[config.mk]
export PLATFORM = sky130hd
export DESIGN_NAME = hzd_decode_hazard
export DESIGN_NICKNAME = d
export VERILOG_FILES = /design/src/rtl/hzd_pkg.sv /design/src/rtl/hzd_inflight_track.sv /design/src/rtl/hzd_raw_check.sv /design/src/rtl/hzd_struct_check.sv /design/src/rtl/hzd_decode_hazard.sv
export SDC_FILE = /design/constraint.sdc
export NUM_CORES = 1
export LEC_CHECK = 0
export ABC_AREA = 1
export BUFFER_PORTS_ARGS = -buffer_cell sky130_fd_sc_hd__clkbuf_2
export CORE_ASPECT_RATIO = 1.75
export CORE_MARGIN = 2
export CORE_UTILIZATION = 60
export CTS_CLUSTER_SIZE = 12
export DETAILED_ROUTE_END_ITERATION = 12
export PLACE_DENSITY = 0.84
export SLEW_MARGIN = 20
export SYNTH_ARGS = -nofsm -noshare
export SYNTH_HDL_FRONTEND = slang
export SYNTH_SLANG_ARGS = --single-unit
export TNS_END_PERCENT = 20
[constraint.sdc]
create_clock -name clk -period 2.5 [get_ports clk]
set_input_delay 0 -clock clk [delete_from_list [all_inputs] [get_ports clk]]
set_output_delay 0 -clock clk [all_outputs]
set_load 0.02 [all_outputs]
[src/rtl/hzd_pkg.sv]
// Shared types and timing helpers for the decode hazard unit.
// Assumes a main path whose writeback is MAIN_WB_AGE cycles after decode.
package hzd_pkg;

    typedef enum logic [1:0] {
        OP_ALU = 2'd0,
        OP_MEM = 2'd1,
        OP_MUL = 2'd2,
        OP_DIV = 2'd3
    } op_kind_e;

    // Cycles from leaving decode to writeback on the main path.
    localparam int unsigned MAIN_WB_AGE = 3;

    // True for classes that use the long-latency side path.
    function automatic logic is_side(input op_kind_e k);
        return (k == OP_MUL) || (k == OP_DIV);
    endfunction

    // Smallest age (cycles since the producer left decode) at which a
    // consumer in decode may leave decode and still receive the value.
    function automatic int unsigned ready_age(input op_kind_e k,
                                              input logic mx,
                                              input logic wx,
                                              input int unsigned side_lat);
        int unsigned r;
        case (k)
            OP_ALU:  r = mx ? 1 : (wx ? MAIN_WB_AGE - 1 : MAIN_WB_AGE);
            OP_MEM:  r = wx ? MAIN_WB_AGE - 1 : MAIN_WB_AGE;
            default: r = wx ? side_lat : side_lat + 1;
        endcase
        return r;
    endfunction

endpackage

[src/rtl/hzd_inflight_track.sv]
// Shift-register record of instructions that recently left decode.
// Slot i holds the instruction that left decode i+1 cycles ago.
// Assumes at most one push per cycle; an empty push records a bubble.
module hzd_inflight_track
    import hzd_pkg::*;
#(
    parameter int REG_W = 5,
    parameter int DEPTH = 4
) (
    input  logic             clk,
    input  logic             rst_n,
    input  logic             push_valid,
    input  logic             push_we,
    input  logic [REG_W-1:0] push_rd,
    input  op_kind_e         push_kind,
    output logic             slot_valid [DEPTH],
    output logic             slot_we    [DEPTH],
    output logic [REG_W-1:0] slot_rd    [DEPTH],
    output op_kind_e         slot_kind  [DEPTH]
);

    localparam int MAIN_WB_IDX = MAIN_WB_AGE - 2;

    for (genvar g = 0; g < DEPTH; g++) begin : g_slot
        if (g == 0) begin : g_head
            // Capture the instruction leaving decode, or a bubble.
            always_ff @(posedge clk) begin
                if (!rst_n) begin
                    slot_valid[g] <= 1'b0;
                    slot_we[g]    <= 1'b0;
                    slot_rd[g]    <= '0;
                    slot_kind[g]  <= OP_ALU;
                end else begin
                    slot_valid[g] <= push_valid;
                    slot_we[g]    <= push_valid && push_we;
                    slot_rd[g]    <= push_rd;
                    slot_kind[g]  <= push_kind;
                end
            end
        end else begin : g_body
            // Age each entry by one cycle.
            always_ff @(posedge clk) begin
                if (!rst_n) begin
                    slot_valid[g] <= 1'b0;
                    slot_we[g]    <= 1'b0;
                    slot_rd[g]    <= '0;
                    slot_kind[g]  <= OP_ALU;
                end else begin
                    slot_valid[g] <= slot_valid[g-1];
                    slot_we[g]    <= slot_we[g-1];
                    slot_rd[g]    <= slot_rd[g-1];
                    slot_kind[g]  <= slot_kind[g-1];
                end
            end
        end
    end

    logic [DEPTH-1:0] div_vec;

    // Flag entries that are occupying the divider.
    always_comb begin
        for (int i = 0; i < DEPTH; i++) begin
            div_vec[i] = slot_valid[i] && (slot_kind[i] == OP_DIV);
        end
    end

    // the divider never holds two divides at once.
    assert_single_divider_R9: assert property (
        @(posedge clk) disable iff (!rst_n) $onehot0(div_vec)
    );

    // a side result and a main result never reach writeback together.
    assert_wb_unique_R8: assert property (
        @(posedge clk) disable iff (!rst_n)
        !(slot_valid[DEPTH-1] && is_side(slot_kind[DEPTH-1]) &&
          slot_valid[MAIN_WB_IDX] && !is_side(slot_kind[MAIN_WB_IDX]))
    );

endmodule

[src/rtl/hzd_raw_check.sv]
// Read-after-write dependence check of the decode sources against every
// in-flight destination, honouring which bypass paths are enabled.
// Assumes register 0 is hardwired and never produces a dependence.
module hzd_raw_check
    import hzd_pkg::*;
#(
    parameter int REG_W    = 5,
    parameter int DEPTH    = 4,
    parameter int SIDE_LAT = 4,
    parameter int NUM_SRC  = 2
) (
    input  logic             src_use    [NUM_SRC],
    input  logic [REG_W-1:0] src_reg    [NUM_SRC],
    input  logic             slot_valid [DEPTH],
    input  logic             slot_we    [DEPTH],
    input  logic [REG_W-1:0] slot_rd    [DEPTH],
    input  op_kind_e         slot_kind  [DEPTH],
    input  logic             byp_mx_en,
    input  logic             byp_wx_en,
    output logic             raw_hit
);

    logic [NUM_SRC-1:0][DEPTH-1:0] hit;

    for (genvar s = 0; s < NUM_SRC; s++) begin : g_src
        for (genvar k = 0; k < DEPTH; k++) begin : g_age
            // One source against one in-flight entry of age k+1.
            always_comb begin
                hit[s][k] = src_use[s] && (src_reg[s] != '0) &&
                            slot_valid[k] && slot_we[k] &&
                            (slot_rd[k] == src_reg[s]) &&
                            (unsigned'(k + 1) <
                             ready_age(slot_kind[k], byp_mx_en, byp_wx_en,
                                       unsigned'(SIDE_LAT)));
            end
        end
    end

    // Any source waiting on any entry holds decode.
    assign raw_hit = |hit;

endmodule

[src/rtl/hzd_struct_check.sv]
// Structural conflict check: the shared writeback slot and the single
// unpipelined divider. Multiplies are pipelined and never wait here.
// Assumes side-path instructions reach writeback SIDE_LAT+1 cycles after
// leaving decode.
module hzd_struct_check
    import hzd_pkg::*;
#(
    parameter int DEPTH    = 4,
    parameter int SIDE_LAT = 4
) (
    input  op_kind_e dec_kind,
    input  logic     slot_valid [DEPTH],
    input  op_kind_e slot_kind  [DEPTH],
    output logic     wb_clash,
    output logic     div_busy
);

    localparam int CLASH_IDX = SIDE_LAT - int'(MAIN_WB_AGE);

    if (CLASH_IDX >= 0 && CLASH_IDX < DEPTH) begin : g_clash
        // A main-path issue now would share writeback with this side entry.
        always_comb begin
            wb_clash = !is_side(dec_kind) && slot_valid[CLASH_IDX] &&
                       is_side(slot_kind[CLASH_IDX]);
        end
    end else begin : g_no_clash
        assign wb_clash = 1'b0;
    end

    // A divide waits while an older divide still occupies the divider.
    always_comb begin
        div_busy = 1'b0;
        for (int i = 0; i < DEPTH - 1; i++) begin
            if (slot_valid[i] && (slot_kind[i] == OP_DIV) &&
                (dec_kind == OP_DIV)) begin
                div_busy = 1'b1;
            end
        end
    end

endmodule

[src/rtl/hzd_decode_hazard.sv]
// Decode-stage issue interlock for a five-stage in-order pipeline with a
// SIDE_LAT-cycle multiply/divide side path. Holds decode and fetch, and
// sends a bubble to execute, on data or structural hazards.
// Assumes execute, memory and writeback never stall.
module hzd_decode_hazard
    import hzd_pkg::*;
#(
    parameter  int NUM_REGS = 32,
    parameter  int SIDE_LAT = 4,
    localparam int REG_W    = $clog2(NUM_REGS)
) (
    input  logic             clk,
    input  logic             rst_n,
    input  logic             dec_valid,
    input  logic [1:0]       dec_kind,
    input  logic [REG_W-1:0] dec_rs1,
    input  logic             dec_rs1_use,
    input  logic [REG_W-1:0] dec_rs2,
    input  logic             dec_rs2_use,
    input  logic [REG_W-1:0] dec_rd,
    input  logic             dec_rd_we,
    input  logic             byp_mx_en,
    input  logic             byp_wx_en,
    output logic             dec_stall,
    output logic             fetch_hold,
    output logic             ex_bubble
);

    localparam int DEPTH   = SIDE_LAT;
    localparam int NUM_SRC = 2;

    op_kind_e         kind;
    logic             src_use    [NUM_SRC];
    logic [REG_W-1:0] src_reg    [NUM_SRC];
    logic             slot_valid [DEPTH];
    logic             slot_we    [DEPTH];
    logic [REG_W-1:0] slot_rd    [DEPTH];
    op_kind_e         slot_kind  [DEPTH];
    logic             raw_hit;
    logic             wb_clash;
    logic             div_busy;
    logic             issue;

    // Gather the decode fields into the form the checks use.
    always_comb begin
        kind       = op_kind_e'(dec_kind);
        src_use[0] = dec_rs1_use;
        src_reg[0] = dec_rs1;
        src_use[1] = dec_rs2_use;
        src_reg[1] = dec_rs2;
    end

    // Combine all hazard sources into the stall outputs.
    always_comb begin
        dec_stall  = dec_valid && (raw_hit || wb_clash || div_busy);
        fetch_hold = dec_stall;
        ex_bubble  = dec_stall;
        issue      = dec_valid && !dec_stall;
    end

    hzd_inflight_track #(
        .REG_W (REG_W),
        .DEPTH (DEPTH)
    ) u_track (
        .clk        (clk),
        .rst_n      (rst_n),
        .push_valid (issue),
        .push_we    (dec_rd_we),
        .push_rd    (dec_rd),
        .push_kind  (kind),
        .slot_valid (slot_valid),
        .slot_we    (slot_we),
        .slot_rd    (slot_rd),
        .slot_kind  (slot_kind)
    );

    hzd_raw_check #(
        .REG_W    (REG_W),
        .DEPTH    (DEPTH),
        .SIDE_LAT (SIDE_LAT),
        .NUM_SRC  (NUM_SRC)
    ) u_raw (
        .src_use    (src_use),
        .src_reg    (src_reg),
        .slot_valid (slot_valid),
        .slot_we    (slot_we),
        .slot_rd    (slot_rd),
        .slot_kind  (slot_kind),
        .byp_mx_en  (byp_mx_en),
        .byp_wx_en  (byp_wx_en),
        .raw_hit    (raw_hit)
    );

    hzd_struct_check #(
        .DEPTH    (DEPTH),
        .SIDE_LAT (SIDE_LAT)
    ) u_struct (
        .dec_kind   (kind),
        .slot_valid (slot_valid),
        .slot_kind  (slot_kind),
        .wb_clash   (wb_clash),
        .div_busy   (div_busy)
    );

    // a stall only ever holds a real instruction.
    assert_stall_needs_valid_R2: assert property (
        @(posedge clk) disable iff (!rst_n) dec_stall |-> dec_valid
    );

    // a stall cycle puts nothing into the in-flight record.
    assert_bubble_empty_R2: assert property (
        @(posedge clk) disable iff (!rst_n) dec_stall |=> !slot_valid[0]
    );

    // an instruction that leaves decode is recorded as a producer.
    assert_issue_tracked_R10: assert property (
        @(posedge clk) disable iff (!rst_n)
        (dec_valid && !dec_stall) |=>
            (slot_valid[0] && (slot_rd[0] == $past(dec_rd)))
    );

endmodule

* Word level (Yosys, flattened, before mapping)
Cells that the tools add are included.
** Word-level totals
- Register bits after elaboration :: 36
** Operators by class
- $lt $le $gt $ge :: 4
- Eq/ne operators :: 18
- Multiplexer cells :: 10
- Reductions and logical operators :: 58
** Operators with widths (number)
- 32-bit one-hot mux with 2 select lines :: 4
- 2-bit by 32-bit < comparator with 1-bit output (first input constant) :: 2
- 1-bit logical AND :: 45
- 5-bit equality test :: 8
- 1-bit by 32-bit < comparator with 1-bit output (first input constant) :: 1
- 3-bit by 32-bit < comparator with 1-bit output (first input constant) :: 1
- 32-bit two-way mux :: 1
- 2-bit equality test (second input constant) :: 6
- 5-bit nonzero test :: 2
- 2-bit by 1-bit equality test with 1-bit output (second input constant) :: 4
- 2-bit zero test :: 4
- 8-bit OR reduction :: 1
- 1-bit two-way mux :: 5
- 1-bit logical OR :: 4
- 1-bit zero test :: 2

* Logic depth before layout (Yosys ltp)
Gate-level depths: netlist (run 1).
- Depth in word-level cells :: 13
- Mapped depth :: 13

* Hierarchy
From an unflattened synthesis (run 1), not the netlist that was laid out.
** Second synthesis, totals
- Cell total of the unflattened synthesis :: 310
- Area, all modules :: 1903.1 um^2
** Modules (own cells, without submodules)
- hzd_inflight_track :: instances 1, cells each 112, area an instance 1032.2 um^2, sequential area each 720.7 um^2
- hzd_raw_check :: instances 1, cells each 175, area an instance 768.2 um^2, sequential area each 0.0 um^2
- hzd_struct_check :: instances 1, cells each 15, area an instance 61.3 um^2, sequential area each 0.0 um^2
- hzd_decode_hazard :: instances 1, cells each 8, area an instance 41.3 um^2, sequential area each 0.0 um^2

* Least setup slack after synthesis (run 1)
Ideal clock, no wire load.
- Path kind :: reg2out
- From :: register u_track.slot_rd[17] (netlist bit)
- To :: output ex_bubble
- Arrival :: 1.346 ns
- Data required time :: 2.500 ns
- Path slack :: 1.154 ns
- Stages on the path, launching flop included :: 10
- Path through :: dfxtp_1 or2_1 a21oi_1 nand3_1 nand3_2 nand2_2 nand3_1 nand2_1 inv_1 buf_4
** On the way
- Word-level cells in the longest chain between the ends :: 7
- Elaborated cells on any way between the ends :: 10
** RTL lines
- start, declared :: line hzd_inflight_track.sv:18 : output logic [REG_W-1:0] slot_rd [DEPTH],
- start signal, assigned by index :: line hzd_inflight_track.sv:36 : slot_rd[g] <= push_rd;
- 5-bit equality test :: line hzd_raw_check.sv:31 : (slot_rd[k] == src_reg[s]) &&
- 1-bit logical AND :: line hzd_raw_check.sv:30 : slot_valid[k] && slot_we[k] &&
- 1-bit logical AND :: line hzd_raw_check.sv:31
- 8-bit OR reduction (*) :: line hzd_raw_check.sv:40 : assign raw_hit = |hit;
- 1-bit logical OR (*) (2 in series) :: line hzd_decode_hazard.sv:55 : dec_stall = dec_valid && (raw_hit || wb_clash || div_busy);
- 1-bit logical AND (*) :: line hzd_decode_hazard.sv:55
- end, declared :: line hzd_decode_hazard.sv:26 : output logic ex_bubble
Every way passes the cells marked *; elsewhere a longest branch is shown, timed or not.

* Worst setup path in the final report (run 1)
- From :: register u_track.slot_rd[12] (netlist bit)
- To :: output ex_bubble
The elaborated chain is that of the path after synthesis.

==> results of run 1 <==
[critical path, cell delays in order (launching register included)]
cell and delay, ns:
dfxtp_1 0.39, inv_1 0.09, nand2_1 0.07, o21ai_0 0.08, nor3_1 0.28, nand2_1 0.11
nand3_2 0.08, nand2_2 0.06, nand3_1 0.08, nand2_1 0.05, inv_1 0.07, clkbuf_2 0.17
[power groups by stage]
stage                     logic (W)  clock network, W  registers, W
after global placement     0.000129                 0      0.000604
final                      0.000142          0.000360      0.000593
after floorplan           0.0000837                 0      0.000601
after CTS                  0.000142          0.000364      0.000592
after detailed placement   0.000131                 0      0.000605
after global routing       0.000162          0.000390      0.000595
[cell usage in the layout, fill, tap and decap left out]
cell type | Yosys | routed
nand2_1 | 107 | 107
inv_1 | 61 | 61
dfxtp_1 | 35 | 35
clkbuf_2 | 0 | 27
nor2_1 | 22 | 22
nand3_1 | 12 | 12
inv_2 | 9 | 9
o21ai_0 | 9 | 9
dlygate4sd3_1 | 0 | 8
xnor2_1 | 7 | 7
clkbuf_8 | 0 | 5
a21oi_1 | 4 | 4
nand4_1 | 3 | 3
nor2_2 | 3 | 3
nand3b_1 | 2 | 2
o22ai_1 | 2 | 2
nand3_2 | 2 | 2
a21boi_0 | 2 | 2
xor2_1 | 2 | 2
nor3_1 | 1 | 1
or2_1 | 1 | 1
nand2_2 | 1 | 1
o211ai_1 | 1 | 1
a31oi_1 | 1 | 1
nand4_2 | 1 | 1
clkbuf_1 | 4 | 1
[metal layers]
metal | vias up | wire [um] | global-route usage
met5 | - | 0 | 0
met4 | 0 | 166 | 0.137
met3 | 19 | 194 | 0.0494
met2 | 56 | 2070 | 0.439
met1 | 774 | 1500 | 0.274
li1 | 932 | - | -
[synth_stat cells (2+ instances only)]
cell | instances | share of area
a21boi_0 | 2 | 0.0082
a21oi_1 | 4 | 0.011
buf_4 | 2 | 0.0082
clkbuf_1 | 4 | 0.0082
dfxtp_1 | 35 | 0.38
inv_1 | 61 | 0.13
inv_2 | 9 | 0.018
nand2_1 | 107 | 0.22
nand3_1 | 12 | 0.033
nand3_2 | 2 | 0.011
nand3b_1 | 2 | 0.0082
nand4_1 | 3 | 0.010
nor2_1 | 22 | 0.045
nor2_2 | 3 | 0.010
o21ai_0 | 9 | 0.025
o22ai_1 | 2 | 0.0068
xnor2_1 | 7 | 0.033
xor2_1 | 2 | 0.0096
[flip-flops by register name, indices dropped and copies added (netlist names)]
signal              flops
u_track.slot_kind       7
u_track.slot_we         4
u_track.slot_rd        20
u_track.slot_valid      4
[how the worst min path moves through the flow]
| stage | from | end | cells after the start |
|---|---|---|---|
| after global routing | dec_valid | u_track.slot_we[3] | 5 |
| after CTS | dec_valid | u_track.slot_we[3] | 5 |
| final | dec_valid | u_track.slot_we[3] | 5 |
| after floorplan | dec_kind[0] | u_track.slot_kind[6] | 2 |
| after detailed placement | dec_rd[1] | u_track.slot_rd[16] | 3 |
| after global placement | dec_rd[0] | u_track.slot_rd[15] | 3 |
[per-stage QoR]
step / hold slack [ns] / power, W / worst slack [ns]
after floorplan: 0.0935 / 0.000685 / 1.15
after global placement: 0.180 / 0.000733 / 1.12
after detailed placement: 0.185 / 0.000736 / 1.10
after CTS: 0.0612 / 0.00110 / 0.745
after global routing: 0.123 / 0.00115 / 0.630
final: 0.0572 / 0.00110 / 0.686
[final cells by class]
class,count,area share
inverter,70,0.124
sequential,35,0.331
multi-input combinational,183,0.393
tap,28,0.0165
clock buffer,6,0.0343
timing repair buffer,35,0.102
[what timing repair did]
item / 4_1_cts / 5_1_grt
endpoints found under the hold margin: 8 / 0
resized for setup: 0 / 0
hold buffers: 8 / 0
[logic make-up after synthesis]
group / after synthesis / synth area share
xor+xnor: 9 / 0.0431
buf+inv: 77 / 0.163
simple gates: 155 / 0.353
compound gates: 19 / 0.0581
flops: 35 / 0.383
==> impl_results.md, run 1 <==
* Post-Syn Nets at 320
* Pint at 0.000821 W
* Die W at 45.8 um
* Mean post-synth cell area at 6.21 um^2
* Worst skew pair latency at 0.28 ns
* Setup crit end kind: output port
* Multi-input gate area at 832 um^2
* Worst-path clk slew at 0.07 ns
* Setup crit end: ex_bubble
* I/O Pins at 28
* Max Slew Vio Count at 0
* CP startpoint: u_track.slot_rd[12]
* GPL Wtd Cong at 0.955
* I/O Buffers at 27
* Most used DFF post-synth: dfxtp_1
* Initial Util at 0.625
* Worst relative slew slack at 0.567
* Synth Warn # at 0
* Cell variety after synth at 25
* Yosys reg bits at 35
* Worst-margin pin slew at 0.649 ns
* # diodes at 0
* Number of H-tree levels at 2
* Initial antenna violation count at 0
* Async SR Flop Fraction at 0
* Sequential fraction of the synthesis area at 0.383
* Vias/cell at 4.99
* First-pass GRT wire length at 6700 um
* Clock Path Buffers at 2
* Area after DPL at 1970 um^2
* Critical path arrival at 1.81 ns
* Crit start category: flip-flop
* CP Class: reg2out
* Psw at 0.000274 W
* Max Fclk at 551 MHz
* # Post-CTS Setup Buffers at 0
* Worst Skew at 0.00604 ns
* Worst reg2reg setup slack at 1.09 ns
* Hold Path Class: in2reg
* CTS Sinks at 35
* Die area at 3530 um^2
* Max cap viols at 0
* Inserted Clock Buffers at 5
* Final Hold Viols at 0
* Status: finished clean
* Mapped Cells at 295
* Vias in the first global route at 1664
* Via count at 1781
* Worst R2R End: u_track.slot_valid[3]
* Non-filler cells in the finished layout at 357
* Area Growth Syn to Fin at 15.7%
* Nets@finish at 355
* DRT antenna net count at 0
* DRC at 0
* Core area at 2930 um^2
* Combinational share of power at 0.129
* Clock Power Share at 0.329
* Worst Reg-to-Reg Cells at 9
* Final setup vio count at 0
* DR pass1 iterations at 5
* Number of flops mapped to enable cells by yosys at 0
* Max FO, Critical Path at 4
* Largest net degree at the start of global routing at 35
* Reg area at 701 um^2
* Leak at 1.25 nW
* DR WL/cell at 11.0 um
* CTS tree: yes
* Height of the die at 77.1 um
* Share of post-route cells with drive strength above 1 at 0.146
* Root Driver: clkbuf_8
* Final Cell Area at 2120 um^2
* Post-Place Cells at 343
* DR iter-0 viols at 56
* Fin crit share at 0.726
* Minimum clock period after layout at 1.81 ns
* Site Rows at 26
* Worst r2r src: u_track.slot_rd[12]
* Cell Area, Synth at 1830 um^2
* Post-layout util at 0.724
* Maximum vdd ir drop at 374 uV
* Power Dens Cells at 517 nW/um^2
* Final wirelength at 3940 um
* WP data required at 2.50 ns
* Grt ovf at 0
* Setup TNS at 0 ns
* Switch share at 0.250
* Final HPWL DP at 2980 um
* Overall routing resource usage at 0.255
* Fillers at 267
* Reg power frac at 0.542
* RSZ-0062 raised after global routing: no
(Power assumes the default switching activity.)
==> run 2: changes to the inputs <==
- ABC_AREA: 1 -> 0
- CORE_UTILIZATION: 60 -> 49
- PLACE_DENSITY: 0.84 -> 0.74
- clock period: 2.5 -> 1.65 ns (I/O delays scaled with it)
==> run 2 against run 1 <==
  * The run now ends with setup timing left
  * Final area is 2.6% lower
  * Combinational power grew 42%
  * Global-route usage shrank 4.7 points
  * Die area increased by 7.4%
  * First-iteration DRC count decreased by 54%
  * Sequential power rose by 51%
  * Largest power group unchanged
  * Synthesized cell count fell by 44%
==> impl_results.md, run 2 <==
* Die W at 47.4 um (was 45.8 um)
* Final Hold Viols at 0 (unchanged)
* Worst skew pair latency at 0.28 ns (about the same)
* Number of H-tree levels at 2 (unchanged)
* I/O Pins at 28 (unchanged)
* Post-synth top cells: dfxtp_1, and2_1, xor2_1 (was nand2_1, inv_1, dfxtp_1)
* Clock Power Share at 0.416 (was 0.329)
* Share of post-route cells with drive strength above 1 at 0.288 (was 0.146)
* Crit path largest cell delay at 0.39 ns (about the same)
* Mapped Cells at 164 (was 295)
* Vias in the first global route at 1319 (was 1664)
* Largest Register: u_track.slot_rd (unchanged)
* Largest net degree at the start of global routing at 35 (unchanged)
* Via count at 1261 (was 1781)
* Overall routing resource usage at 0.209 (was 0.255)
* RSZ-0062 raised after global routing: yes (was no)
* Fillers at 267 (unchanged)
* Initial Util at 0.514 (was 0.625)
* Status: complete, but fails checks (was finished clean)
* GPL Wtd Cong at 0.920 (was 0.955)
* Psw at 0.000413 W (was 0.000274 W)
* Critical path arrival at 2.01 ns (was 1.81 ns)
* Setup crit end kind: output port (unchanged)
* Pint at 0.00147 W (was 0.000821 W)
* DR pass1 iterations at 4 (was 5)
* Minimum clock period after layout at 2.01 ns
* Multi-input gate area at 840 um^2 (was 832 um^2)
* DR iter-0 viols at 26 (was 56)
* Max Fclk at 498 MHz
* Critical path's slowest cell: or3b_1 (was dfxtp_1)
* Height of the die at 79.9 um (was 77.1 um)
* Synth Warn # at 0 (unchanged)
* Async SR Flop Fraction at 0 (unchanged)
* Max cap viols at 0 (unchanged)
* Crit start category: flip-flop (unchanged)
* First-pass GRT wire length at 5600 um (was 6700 um)
* Maximum vdd ir drop at 728 uV (was 374 uV)
* Grt ovf at 0 (unchanged)
* Worst Skew at 0.00329 ns (was 0.00604 ns)
* Min-Delay Path Depth at 4 (was 5)
* Failing checks: setup timing
* Final setup vio count at 5 (was 0)
* Number of flops mapped to enable cells by yosys at 0 (unchanged)
* Combinational share of power at 0.107 (was 0.129)
* Die area at 3790 um^2 (was 3530 um^2)
* Leak at 0.871 nW (was 1.25 nW)
* Reg power frac at 0.477 (was 0.542)
* Most frequent cells in the layout: and2_1, dfxtp_1, clkbuf_2, xor2_1, xnor2_1 (was nand2_1, inv_1, dfxtp_1, clkbuf_2, nor2_1)
* Cell Area, Synth at 1610 um^2 (was 1830 um^2)
* Hold Slack at 0.127 ns (was 0.0572 ns)
* Clock Path Buffers at 2 (unchanged)
* Power Dens Cells at 912 nW/um^2 (was 517 nW/um^2)
* Final HPWL DP at 2420 um (was 2980 um)
* Most used DFF post-synth: dfxtp_1 (unchanged)
* Max FO, Critical Path at 3 (was 4)
* Fin crit share at 1.22
* Inserted Clock Buffers at 5 (unchanged)
* Pre-CTS setup slack at -0.105 ns (was 1.10 ns)
* Initial antenna violation count at 0 (unchanged)
* Site Rows at 27 (was 26)
* Final wirelength at 3340 um (was 3940 um)
* # diodes at 0 (unchanged)
* Worst-margin pin slew at 0.497 ns (was 0.649 ns)
* Max Slew Vio Count at 0 (unchanged)
* Most numerous cell in the Yosys netlist: dfxtp_1 (was nand2_1)
* Hold Path Class: in2reg (unchanged)
* Max reg flops at 20 (unchanged)
* Worst relative slew slack at 0.668 (was 0.567)
* Post-synth top area share at 0.434 (was 0.383)
* DRC at 0 (unchanged)
* Switch share at 0.219 (was 0.250)
* I/O Buffers at 27 (unchanged)
* Core area at 3140 um^2 (was 2930 um^2)
* Post-Syn Nets at 189 (was 320)
* Cell taking the most area after synthesis: dfxtp_1 (unchanged)
* Root Driver: clkbuf_8 (unchanged)
* Mean post-synth cell area at 9.84 um^2 (was 6.21 um^2)
* DR WL/cell at 13.5 um (was 11.0 um)
* Vias/cell at 5.08 (was 4.99)
* Cell variety after synth at 27 (was 25)
* DRT antenna net count at 0 (unchanged)
* Area Growth Syn to Fin at 27.8% (was 15.7%)
* CTS Sinks at 35 (unchanged)
* Worst-path clk slew at 0.07 ns (about the same)
* Most frequent CP cell: nor4_1 (was nand2_1)
* CP Class: reg2out (unchanged)
* Yosys reg bits at 35 (unchanged)
* CTS tree: yes (unchanged)
* WP data required at 1.65 ns (was 2.50 ns)
* Nets@finish at 229 (was 355)
* Crit-path cells: or3b_1 -> o2111ai_2 -> nor4_1 -> nor4_1 -> o21ai_2 -> o21a_2 -> clkbuf_8 (was inv_1 -> nand2_1 -> o21ai_0 -> nor3_1 -> nand2_1 -> nand3_2 -> nand2_2 -> nand3_1 -> nand2_1 -> inv_1 -> clkbuf_2)
* Sequential fraction of the synthesis area at 0.434 (was 0.383)
* Worst Setup Slack, final at -0.356 ns (was 0.686 ns)
* Biggest regs: u_track.slot_rd x20, u_track.slot_kind x7 (unchanged)
* Worst Reg-to-Reg Cells at 7 (was 9)
* Reg area at 703 um^2 (was 701 um^2)
* Synth area leaders: dfxtp_1, and2_1, xor2_1 (was dfxtp_1, nand2_1, inv_1)
[run 2: changes by cell type in the layout (fill, tap and decap cells not counted), moves of 12 or more]
cell     previous run  this run
inv_1              61         2
xnor2_1             7        19
nand2_1           107         4
nor2_1             22         0
and2_1              0        33
xor2_1              2        21
buf_4               0        12
[run 2: layout make-up]
cell class	instances	area share
Clock inverter	2	0.0170
Multi-Input combinational cell	112	0.407
Clock buffer	6	0.0400
Inverter	2	0.00364
Timing Repair Buffer	48	0.166
Sequential cell	35	0.341
Tap cell	43	0.0261
[run 2: through the flow]
stage / setup TNS [ns] / total power [W] / utilization / area [um^2] / cells
after global placement: -0.192 / 0.00109 / 0.566 / 1780 / 230
after floorplan: -0.0276 / 0.00104 / - / 1620 / 164
after CTS: -1.23 / 0.00190 / 0.656 / 2060 / 248
final: -1.29 / 0.00188 / 0.657 / 2060 / 248
after global routing: -1.56 / 0.00196 / 0.657 / 2060 / 248
after detailed placement: -0.412 / 0.00109 / 0.566 / 1780 / 230
[run 2: what timing repair did]
action / in CTS / in global routing
setup endpoints to repair: 5 / 5
setup buffers: 1 / 0
endpoints found under the hold margin: 9 / 0
pin swaps: 6 / 2
gates resized for setup: 13 / 1
hold buffers: 9 / 0
[run 2: kinds of logic after synthesis]
kind of cell,share of synthesized area
xor gates and xnor gates,0.217
DFF,0.434
AOI/OAI and AO/OA,0.0450
and+or+nand+nor,0.230
buffers and inverters,0.0736
[run 2: path summary, 6_finish.rpt]
check | slack, ns | to | from
max | -0.36 | dec_stall | u_track.slot_kind[5]
min | 0.13 | u_track.slot_we[3] | dec_rs1_use
max reg2reg | -0.15 | u_track.slot_we[3] | u_track.slot_kind[5]
min reg2reg | 0.48 | u_track.slot_we[1] | u_track.slot_we[2]
[run 2: power by group through the flow]
stage	clock network, W	registers (W)	logic (W)
global route	0.000841	0.000901	0.000220
global placement	0	0.000914	0.000171
detailed placement	0	0.000916	0.000176
floorplan	0	0.000911	0.000130
CTS	0.000801	0.000898	0.000200
finish	0.000784	0.000898	0.000201
[run 2: critical path: cells and delay by family (launching register included)]
| kind | cells | cell delay (ns) |
|---|---|---|
| flops | 1 | 0.31 |
| buf+inv | 1 | 0.15 |
| simple gates | 3 | 0.80 |
| compound gates | 3 | 0.45 |
[run 2: routing by layer]
metal / track usage / part of all wire / wire [um] / up-vias
met5: 0 / 0 / 0 / -
met4: 0.0944 / 0.043 / 143 / 0
met3: 0.0498 / 0.046 / 152 / 17
met2: 0.358 / 0.54 / 1790 / 38
met1: 0.226 / 0.38 / 1260 / 588
li1: - / - / - / 618
